`config.mk`:
```
export PLATFORM = sky130hd
export DESIGN_NAME = adcseq
export DESIGN_NICKNAME = d
export VERILOG_FILES = /design/src/rtl/adcseq_pkg.sv /design/src/rtl/adcseq_timing.sv /design/src/rtl/adcseq_downcnt.sv /design/src/rtl/adcseq_result_stub.sv /design/src/rtl/adcseq.sv
export SDC_FILE = /design/constraint.sdc
export NUM_CORES = 1
export LEC_CHECK = 0
export BUFFER_PORTS_ARGS = -buffer_cell sky130_fd_sc_hd__buf_2
export CAP_MARGIN = 10
export CORE_MARGIN = 5
export CORE_UTILIZATION = 60
export CTS_CLUSTER_SIZE = 8
export DETAILED_ROUTE_END_ITERATION = 8
export PLACE_DENSITY = 0.87
export SLEW_MARGIN = 20
export SYNTH_ARGS = -nofsm -noshare
export SYNTH_HDL_FRONTEND = slang
export SYNTH_SLANG_ARGS = --single-unit
```
`constraint.sdc`:
```
create_clock -name clk -period 5.4 [get_ports clk]
set_input_delay 0.27 -clock clk [delete_from_list [all_inputs] [get_ports clk]]
set_output_delay 0.27 -clock clk [all_outputs]
set_load 0.02 [all_outputs]
```
`src/rtl/adcseq_pkg.sv`:
```
`timescale 1ns/1ps
package adcseq_pkg;

    typedef enum logic [2:0] {
        SQ_IDLE,
        SQ_SETTLE,
        SQ_CONVERT,
        SQ_REST,
        SQ_NOTIFY,
        SQ_PARKED
    } sq_state_t;

    function automatic int max3(input int a, input int b, input int c);
        int m;
        m = (a > b) ? a : b;
        return (m > c) ? m : c;
    endfunction

endpackage

```
`src/rtl/adcseq_timing.sv`:
```
`timescale 1ns/1ps
// Maps a timing code to a conversion length and a permitted flag.
module adcseq_timing #(
    parameter int          CODE_W     = 4,
    parameter int          CONV_UNIT  = 26,
    parameter int          CNT_W      = 11,
    parameter logic [15:0] VALID_MASK = 16'h000F
) (
    input  logic [CODE_W-1:0] code,
    output logic [CNT_W-1:0]  conv_len_m1,
    output logic              code_ok
);
    localparam int ENTRIES = 1 << CODE_W;

    logic [CNT_W-1:0] len_tab [ENTRIES];
    logic [ENTRIES-1:0] ok_tab;

    for (genvar i = 0; i < ENTRIES; i++) begin : g_entry
        assign len_tab[i] = CNT_W'(CONV_UNIT * (i + 1) - 1);
        assign ok_tab[i]  = (i < 16) ? VALID_MASK[i % 16] : 1'b0;
    end

    assign conv_len_m1 = len_tab[code];
    assign code_ok     = ok_tab[code];
endmodule

```
`src/rtl/adcseq_downcnt.sv`:
```
`timescale 1ns/1ps
// Loadable down counter used for all phase timing.
module adcseq_downcnt #(
    parameter int W = 11
) (
    input  logic         clk,
    input  logic         rst_n,
    input  logic         load,
    input  logic [W-1:0] load_val,
    output logic         at_zero
);
    logic [W-1:0] cnt_q;

    always_ff @(posedge clk or negedge rst_n) begin
        if (!rst_n) begin
            cnt_q <= '0;
        end else if (load) begin
            cnt_q <= load_val;
        end else if (cnt_q != '0) begin
            cnt_q <= cnt_q - 1'b1;
        end
    end

    assign at_zero = (cnt_q == '0);
endmodule

```
`src/rtl/adcseq_result_stub.sv`:
```
`timescale 1ns/1ps
// Stand-in for the analog result path: counts completed conversions.
module adcseq_result_stub #(
    parameter int RES_W = 12
) (
    input  logic             clk,
    input  logic             rst_n,
    input  logic             conv_done,
    output logic             res_valid,
    output logic [RES_W-1:0] res_data
);
    logic [RES_W-1:0] done_cnt_q;

    always_ff @(posedge clk or negedge rst_n) begin
        if (!rst_n) begin
            done_cnt_q <= '0;
            res_valid  <= 1'b0;
        end else begin
            res_valid <= conv_done;
            if (conv_done) begin
                done_cnt_q <= done_cnt_q + 1'b1;
            end
        end
    end

    assign res_data = done_cnt_q;
endmodule

```
`src/rtl/adcseq.sv`:
```
`timescale 1ns/1ps
module adcseq #(
    parameter int          CODE_W      = 4,
    parameter int          STAB_CYCLES = 64,
    parameter int          CONV_UNIT   = 26,
    parameter int          WAIT_CYCLES = 2,
    parameter int          RES_W       = 12,
    parameter logic [15:0] VALID_MASK  = 16'h000F
) (
    input  logic              clk,
    input  logic              rst_n,
    input  logic              enable,
    input  logic              repeat_mode,
    input  logic              trigger,
    input  logic              cfg_write,
    input  logic [CODE_W-1:0] timing_code,
    output logic              ph_stab,
    output logic              ph_conv,
    output logic              ph_wait,
    output logic              conv_active,
    output logic              eoc_irq,
    output logic              code_err,
    output logic              res_valid,
    output logic [RES_W-1:0]  res_data
);
    import adcseq_pkg::*;

    localparam int MAX_LEN = max3(STAB_CYCLES, CONV_UNIT << CODE_W, WAIT_CYCLES);
    localparam int CNT_W   = $clog2(MAX_LEN + 1);
    localparam logic [CNT_W-1:0] STAB_M1 = CNT_W'(STAB_CYCLES - 1);
    localparam logic [CNT_W-1:0] WAIT_M1 = CNT_W'(WAIT_CYCLES - 1);

    sq_state_t         state_q, state_d;
    logic [CODE_W-1:0] code_q;
    logic              latch_code;
    logic              err_set;
    logic              err_q;
    logic              cnt_load;
    logic [CNT_W-1:0]  cnt_val;
    logic              cnt_zero;
    logic              conv_done;
    logic              restart_evt;
    logic [CNT_W-1:0]  live_len_m1;
    logic              live_ok;
    logic [CNT_W-1:0]  held_len_m1;
    logic              held_ok;

    assign restart_evt = trigger | cfg_write;

    // Decode of the live code decides whether a cycle may start.
    adcseq_timing #(
        .CODE_W     (CODE_W),
        .CONV_UNIT  (CONV_UNIT),
        .CNT_W      (CNT_W),
        .VALID_MASK (VALID_MASK)
    ) u_live_dec (
        .code        (timing_code),
        .conv_len_m1 (live_len_m1),
        .code_ok     (live_ok)
    );

    // Decode of the captured code supplies the conversion length.
    adcseq_timing #(
        .CODE_W     (CODE_W),
        .CONV_UNIT  (CONV_UNIT),
        .CNT_W      (CNT_W),
        .VALID_MASK (VALID_MASK)
    ) u_held_dec (
        .code        (code_q),
        .conv_len_m1 (held_len_m1),
        .code_ok     (held_ok)
    );

    adcseq_downcnt #(
        .W (CNT_W)
    ) u_phase_cnt (
        .clk      (clk),
        .rst_n    (rst_n),
        .load     (cnt_load),
        .load_val (cnt_val),
        .at_zero  (cnt_zero)
    );

    adcseq_result_stub #(
        .RES_W (RES_W)
    ) u_result (
        .clk       (clk),
        .rst_n     (rst_n),
        .conv_done (conv_done),
        .res_valid (res_valid),
        .res_data  (res_data)
    );

    // State register, captured code and sticky error flag.
    always_ff @(posedge clk or negedge rst_n) begin
        if (!rst_n) begin
            state_q <= SQ_IDLE;
            code_q  <= '0;
            err_q   <= 1'b0;
        end else begin
            state_q <= state_d;
            if (latch_code) begin
                code_q <= timing_code;
            end
            if (err_set) begin
                err_q <= 1'b1;
            end
        end
    end

    // Next-state and counter control.
    always_comb begin
        state_d    = state_q;
        cnt_load   = 1'b0;
        cnt_val    = '0;
        latch_code = 1'b0;
        err_set    = 1'b0;
        conv_done  = 1'b0;
        if (!enable) begin
            state_d = SQ_IDLE;
        end else begin
            unique case (state_q)
                SQ_IDLE: begin
                    if (live_ok) begin
                        state_d    = SQ_SETTLE;
                        cnt_load   = 1'b1;
                        cnt_val    = STAB_M1;
                        latch_code = 1'b1;
                    end else begin
                        err_set = 1'b1;
                    end
                end
                SQ_SETTLE: begin
                    if (cnt_zero) begin
                        cnt_load = 1'b1;
                        if (restart_evt) begin
                            cnt_val = STAB_M1;
                        end else begin
                            state_d = SQ_CONVERT;
                            cnt_val = held_len_m1;
                        end
                    end
                end
                SQ_CONVERT: begin
                    if (restart_evt) begin
                        cnt_load = 1'b1;
                        cnt_val  = held_len_m1;
                    end else if (cnt_zero) begin
                        state_d   = SQ_REST;
                        cnt_load  = 1'b1;
                        cnt_val   = WAIT_M1;
                        conv_done = 1'b1;
                    end
                end
                SQ_REST: begin
                    if (cnt_zero) begin
                        state_d = SQ_NOTIFY;
                    end
                end
                SQ_NOTIFY: begin
                    if (!repeat_mode) begin
                        state_d = SQ_PARKED;
                    end else if (live_ok) begin
                        state_d    = SQ_SETTLE;
                        cnt_load   = 1'b1;
                        cnt_val    = STAB_M1;
                        latch_code = 1'b1;
                    end else begin
                        state_d = SQ_IDLE;
                        err_set = 1'b1;
                    end
                end
                SQ_PARKED: begin
                    if (restart_evt) begin
                        if (live_ok) begin
                            state_d    = SQ_SETTLE;
                            cnt_load   = 1'b1;
                            cnt_val    = STAB_M1;
                            latch_code = 1'b1;
                        end else begin
                            err_set = 1'b1;
                        end
                    end
                end
                default: state_d = SQ_IDLE;
            endcase
        end
    end

    // Moore outputs.
    always_comb begin
        ph_stab     = 1'b0;
        ph_conv     = 1'b0;
        ph_wait     = 1'b0;
        conv_active = 1'b0;
        eoc_irq     = 1'b0;
        unique case (state_q)
            SQ_IDLE:    ;
            SQ_SETTLE:  ph_stab = 1'b1;
            SQ_CONVERT: begin
                ph_conv     = 1'b1;
                conv_active = held_ok;
            end
            SQ_REST:    ph_wait = 1'b1;
            SQ_NOTIFY:  eoc_irq = 1'b1;
            SQ_PARKED:  ;
            default:    ;
        endcase
    end

    assign code_err = err_q;
endmodule

```
After elaboration in Yosys (flattened, before gate mapping) --
Memory sizes are Yosys's and may differ from the RTL's. Index checks and enable logic that the tools add are counted.
Operators by class: muxes and demuxes 48, equality and inequality tests 11, add/subtract/negate cells 2, bitwise gates (word level) 2, reductions and logical operators 5, magnitude comparators 3
Operators by type and width (count):
- 2-to-1 mux 9 bit | 9
- case mux 9 bit (5 select lines) | 1
- 2-to-1 mux 3 bit | 9
- 2-to-1 mux 1 bit | 23
- inequality test 3 bit, second input constant | 6
- case mux 3 bit (6 select lines) | 1
- adder 12 x 1 -> 12 bit, second input constant | 1
- 2-to-1 mux 6 bit | 2
- less-than comparator 4 x 5 -> 1 bit, second input constant | 2
- zero test 9 bit | 1
- nonzero test 9 bit | 1
- subtractor 9 x 1 -> 9 bit, second input constant | 1
- equality test 3 x 2 -> 1 bit, second input constant | 2
- equality test 3 bit, second input constant | 2
- case mux 1 bit (3 select lines) | 2
- AND reduction 6 bit | 1
- greater-or-equal comparator 5 bit, second input constant | 1
- inverter 4 -> 5 bit | 1
- case mux 1 bit (5 select lines) | 1
- equality test 3 x 1 -> 1 bit, second input constant | 1
- zero test 3 bit | 1
- nonzero test 2 bit | 1
- OR 1 bit | 1
Storage, ports and cells: bits of input ports 10, output and inout bits 19, flip-flop bits (word level) 30, ROM bits 176, logic and storage cells 80, memories kept 3
Memories:
- (no name shown) | words 16, width 9, rd ports 1, clocked after Yosys merged registers in 0, wr ports 0, RTL line adcseq_timing.sv:23 | assign conv_len_m1 = len_tab[code];
- (no name shown) | words 16, width 1, rd ports 1, clocked after Yosys merged registers in 0, wr ports 0, RTL line adcseq_timing.sv:24 | assign code_ok = ok_tab[code];
- (no name shown) | words 16, width 1, rd ports 1, clocked after Yosys merged registers in 0, wr ports 0, RTL line adcseq_timing.sv:24

Logic depth before layout (Yosys ltp) --
depth in word-level cells 9, mapped depth 9, depth with buffers taken out 7

Modules after synthesis --
Synthesis repeated with hierarchy kept, for this count alone.
Second synthesis, totals: cells, all modules 247, area total of the unflattened synthesis 2278.4 um2
By module, submodules not included:
- adcseq | area each 730.7 um2, cells each 86, sequential area each 200.2 um2, instances 1
- adcseq_result_stub | area each 571.8 um2, cells each 47, sequential area each 325.3 um2, instances 1
- adcseq_downcnt | area each 534.3 um2, cells each 57, sequential area each 225.2 um2, instances 1
- adcseq_timing (u_live_dec) | area each 221.5 um2, cells each 29, sequential area each 0.0 um2, instances 1
- adcseq_timing (u_held_dec) | area each 220.2 um2, cells each 28, sequential area each 0.0 um2, instances 1

Worst setup path before layout --
OpenSTA, ideal clock, no wires.
path type reg2reg, start point register u_phase_cnt.cnt_q[0], end point register u_result.done_cnt_q[8] (netlist: u_result.res_data[8]), data required time 5270 ps, stages on the path, launching flop included 10, buffers on the path 2, setup time 130 ps, data arrival time 1809 ps, clock period less this slack 1939 ps, slack 3461 ps, cells stage by stage dfrtp_1 -> inv_1 -> ha_1 -> nor4b_2 -> and4_1 -> buf_4 -> and3_1 -> buf_4 -> nand4_1 -> xnor2_1
On the way: cells in the longest elaborated chain, start to end 5
RTL lines:
- start, declared | RTL line adcseq_downcnt.sv:12 | logic [W-1:0] cnt_q;
- start signal, assigned | RTL line adcseq_downcnt.sv:18 | cnt_q <= load_val;
- start signal, assigned | RTL line adcseq_downcnt.sv:20 | cnt_q <= cnt_q - 1'b1;
- zero test 9 bit | RTL line adcseq_downcnt.sv:24 | assign at_zero = (cnt_q == '0);
- 2-to-1 mux 1 bit | RTL line adcseq.sv:148 | end else if (cnt_zero) begin
- 2-to-1 mux 1 bit | RTL line adcseq.sv:145 | if (restart_evt) begin
- 2-to-1 mux 1 bit | RTL line adcseq.sv:122 | unique case (state_q)
- 2-to-1 mux 1 bit | RTL line adcseq.sv:119 | if (!enable) begin
- named net conv_done | RTL line adcseq.sv:41 | logic conv_done;
- end signal, assigned | RTL line adcseq_result_stub.sv:21 | done_cnt_q <= done_cnt_q + 1'b1;
- end, declared | RTL line adcseq_result_stub.sv:12 | logic [RES_W-1:0] done_cnt_q;
The timed path passes the listed nets, and every way through them passes these cells. A chain may end at the register's enable or synchronous reset.

Worst setup path after layout --
start point register u_phase_cnt.cnt_q[0], end point register u_phase_cnt.cnt_q[5]
On the way: cells in the longest elaborated chain, start to end 6, elaborated cells on any way between the ends 13, classes of those cells add/sub (1); mux (9); reduce/logical (3)
RTL lines (RTL line):
- zero test 9 bit | adcseq_downcnt.sv:24
- 2-to-1 mux 1 bit | adcseq.sv:134, adcseq.sv:148
- 2-to-1 mux 1 bit | adcseq.sv:145
- case mux 1 bit (5 select lines) | adcseq.sv:122
- 2-to-1 mux 1 bit | adcseq.sv:119
- 2-to-1 mux 9 bit or nonzero test 2 bit (tied branches)
Parallel ways exist; a longest one is shown, timed or not. The select of a mux whose other input is x is not followed.

==> results.py <==
metrics = {
    "finish": {
        "diodes": 0,
        "ff_latch_area_um2": 751,
        "fin_nets": 233,
        "fin_cells": 249,
        "area_delta_synth_final_pct": 10.5,
        "drive_gt1_share_pct": 19.0,
        "multi_input_area_um2": 1010,
        "n_fill_cell": 257,
    },
    "synthesis": {
        "ys_ff_latch": 30,
        "synthAdderAreaFrac_pct": 4.77,
        "yosysWarnings": 0,
        "postSynthAreaPerCell_um2": 9.78,
        "syn_area_um2": 1840,
        "synth_nets": 205,
        "yosys.cell_types.count": 46,
        "ys.flop_type": "dfrtp_1",
        "synth_top_family_by_area": "simple AND/OR/NAND/NOR gates",
        "netlist_instances": 188,
        "synth_edf_count": 0,
        "synth_xor_area_share_pct": 8.58,
        "async_flop_share_pct": 100,
        "synth.yosys.seq_area_share_pct": 40.8,
        "synth_compound_area_share_pct": 10.9,
        "synth-simple-area-share_pct": 20.6,
        "muxShareOfSynthArea_pct": 10.1,
    },
    "flow_run": {
        "maxCapViolations": 0,
    },
    "drt": {
        "wl_met3_um": 213,
        "vias": 1440,
        "drtIter0Drc": 114,
        "wl_per_cell_um": 13.9,
        "wl_met1_um": 1590,
        "drtPass1Iterations": 4,
        "via_per_inst": 5.78,
        "antenna_left": 0,
        "post-route-drc-count": 0,
        "maxUsedRoutingLayer": "met4",
        "wl_met2_um": 1640,
        "drt_wl_total_um": 3470,
    },
    "cts": {
        "postCtsSetupBuffers": 0,
        "worstSkewPairLatency_ns": 0.31,
        "ctsHoldBuffers": 1,
        "post_cts_resized": 0,
        "cts_sinks": 30,
        "cts_tree": "yes",
        "clk_pin_slew_ns": 0.09,
        "root_buffer": "clkbuf_4",
        "cts_buffers": 5,
        "h-tree-depth": 2,
        "clockBufferDepth": 2,
    },
    "worst_hold_path": {
        "min_path_cells": 2,
        "min_path_type": "input port to register",
        "worstHoldStart": "timing_code[0]",
        "hold_path_end": "code_q[0]",
    },
    "critical_path": {
        "critPathLaunchType": "register",
        "reg2reg_setup_slack_ns": 3.00,
        "cp.required_ns": 5.64,
        "path_class": "register to register",
        "cp_slowest_cell": "o311a_1",
        "max_stage_delay_ns": 0.48,
        "r2r-start": "u_phase_cnt.cnt_q[0]",
        "critPathMaxFanout": 9,
        "r2r_end": "u_phase_cnt.cnt_q[5]",
        "path_cells": "inv_1 > ha_1 > nor4b_2 > nand2_1 > nor3_1 > o311a_1 > mux2i_1",
        "r2r_cells": 7,
        "cp_data_arrival_time_ns": 2.64,
        "end_kind": "register",
    },
    "timing": {
        "max_freq_ghz": 0.417,
        "finalHoldViolations": 0,
        "worst_pin_slew_ns": 0.644,
        "slew_headroom_pct": 57.1,
        "fin_setup_tns_ns": 0,
        "fin_crit_ns": 2.40,
        "finalCritPeriodShare_pct": 44.5,
        "rsz0062_at_grt": "no",
        "drv_slew": 0,
        "finalSetupViolations": 0,
        "worst_clock_skew_ns": 0.00731,
        "timing.hold.ws_ns": 0.191,
    },
    "placed_design": {
        "dp_cells": 241,
        "portBuffers": 28,
        "place_hpwl_um": 2660,
        "place.gp.congestion": 0.836,
    },
    "pwr": {
        "ir_drop_mv": 0.198,
        "cellLeakagePower_nw": 0.969,
        "power.total_uw": 624,
        "p_per_area_nw_per_um2": 307,
    },
    "floorplanning": {
        "die_h_um": 65.3,
        "fp-row-count": 20,
        "dieArea_um2": 4270,
        "core_area_um2": 3000,
        "num_io_pins": 29,
        "initial_core_util_pct": 61.2,
        "die_w_um": 65.3,
    },
    "status": {
        "status": "finished clean",
    },
    "global_route": {
        "grt_usage_pct": 17.4,
        "grt.overflow.total": 0,
        "grt_pass1_wl_um": 5760,
        "grt_pass1_vias": 1324,
        "antenna_found_initial": 0,
        "grt_max_degree": 31,
    },
}
cells by family (layout without fill, tap and decap cells):
group                    after synthesis  after routing
buffers and inverters                 17             45
XOR/XNOR                              18             18
multiplexers                          17             17
AND/OR/NAND/NOR                       68             68
adder cells (fa/ha/maj)                7              7
flip-flops                            30             30
AO/OA/AOI/OAI                         31             31
cell type report:
class	instances	area share, %
multi-input combinational	141	49.7
clock buffer	7	2.22
tap	33	2.03
sequential	30	37.0
inverter	9	1.66
timing repair buffer	29	7.39
layer usage:
metal  GRT usage [%]  vias up
li1                -      720
met1            21.8      677
met2            28.7       38
met3            4.44        5
met4            6.99        0
met5               0        -
synth_stat cells (2+ instances only):
cell type / n / area (µm²)
dfrtp_1: 30 / 751
nand2_1: 16 / 60.1
xnor2_1: 15 / 131
mux2i_1: 13 / 130
a21oi_1: 11 / 55.1
nor2_1: 10 / 37.5
inv_1: 8 / 30.0
ha_1: 7 / 87.6
nand4_1: 7 / 43.8
and3_1: 5 / 31.3
o21ai_0: 5 / 25.0
nor2b_1: 4 / 25.0
nor3_1: 4 / 20.0
and2_1: 3 / 18.8
buf_4: 3 / 22.5
clkbuf_1: 3 / 11.3
mux2_2: 3 / 33.8
nand2b_1: 3 / 18.8
nor3b_1: 3 / 22.5
nor4_1: 3 / 18.8
xor2_1: 3 / 26.3
a21boi_0: 2 / 15.0
a21o_1: 2 / 15.0
buf_2: 2 / 10.0
nand3_1: 2 / 10.0
stage by stage:
stage	cell area [µm²]	setup WS [ns]	util (%)
6_report	2030	3.00	67.6
4_1_cts	2030	2.98	67.6
3_3_place_gp	1980	3.14	65.8
3_5_place_dp	1980	3.00	65.8
2_1_floorplan	1840	3.46	-
5_1_grt	2030	2.73	67.6
cell usage in the layout, fill, tap and decap left out, drive strengths merged, types with 5 or more instances in the layout:
master	Yosys	routed
nand2	16	16
dfrtp	30	30
a21oi	11	11
buf	5	28
o21ai	5	5
nor2	10	10
clkbuf	3	7
mux2i	13	13
xnor2	15	15
and3	5	5
nand4	7	7
inv	9	9
ha	7	7
where the power goes:
group / internal [mW] / switching (mW) / total [mW] / leakage (nW)
Sequential: 0.260 / 0.0460 / 0.306 / 0.396
Clock: 0.0490 / 0.0681 / 0.117 / 0.0254
Combinational: 0.0945 / 0.106 / 0.201 / 0.548
Total: 0.404 / 0.220 / 0.624 / 0.969
state kept, by name, indices dropped and copies added (netlist names):
signal and count:
code_err 1, u_result.res_data 12, code_q 4, u_phase_cnt.cnt_q 9, state_q 3, u_result.res_valid 1
how the worst max path moves through the flow:
stage | start | endpoint | slack [ns]
global route | u_phase_cnt.cnt_q[0] | u_phase_cnt.cnt_q[8] | 2.73
global placement | u_phase_cnt.cnt_q[0] | u_phase_cnt.cnt_q[8] | 3.14
floorplan | u_phase_cnt.cnt_q[0] | u_result.res_data[8] | 3.46
detailed placement | u_phase_cnt.cnt_q[0] | u_phase_cnt.cnt_q[5] | 3.00
CTS | u_phase_cnt.cnt_q[0] | u_phase_cnt.cnt_q[5] | 2.98
finish | u_phase_cnt.cnt_q[0] | u_phase_cnt.cnt_q[5] | 3.00
worst max-delay path, delay by kind of cell, from the launching register on:
family                   cells  cell delay, ns
buffers and inverters        1            0.11
flip-flops                   1            0.39
AND/OR/NAND/NOR              3            0.93
AO/OA/AOI/OAI                1            0.48
multiplexers                 1            0.25
adder cells (fa/ha/maj)      1            0.15
Power figures use the tool's default switching activity.
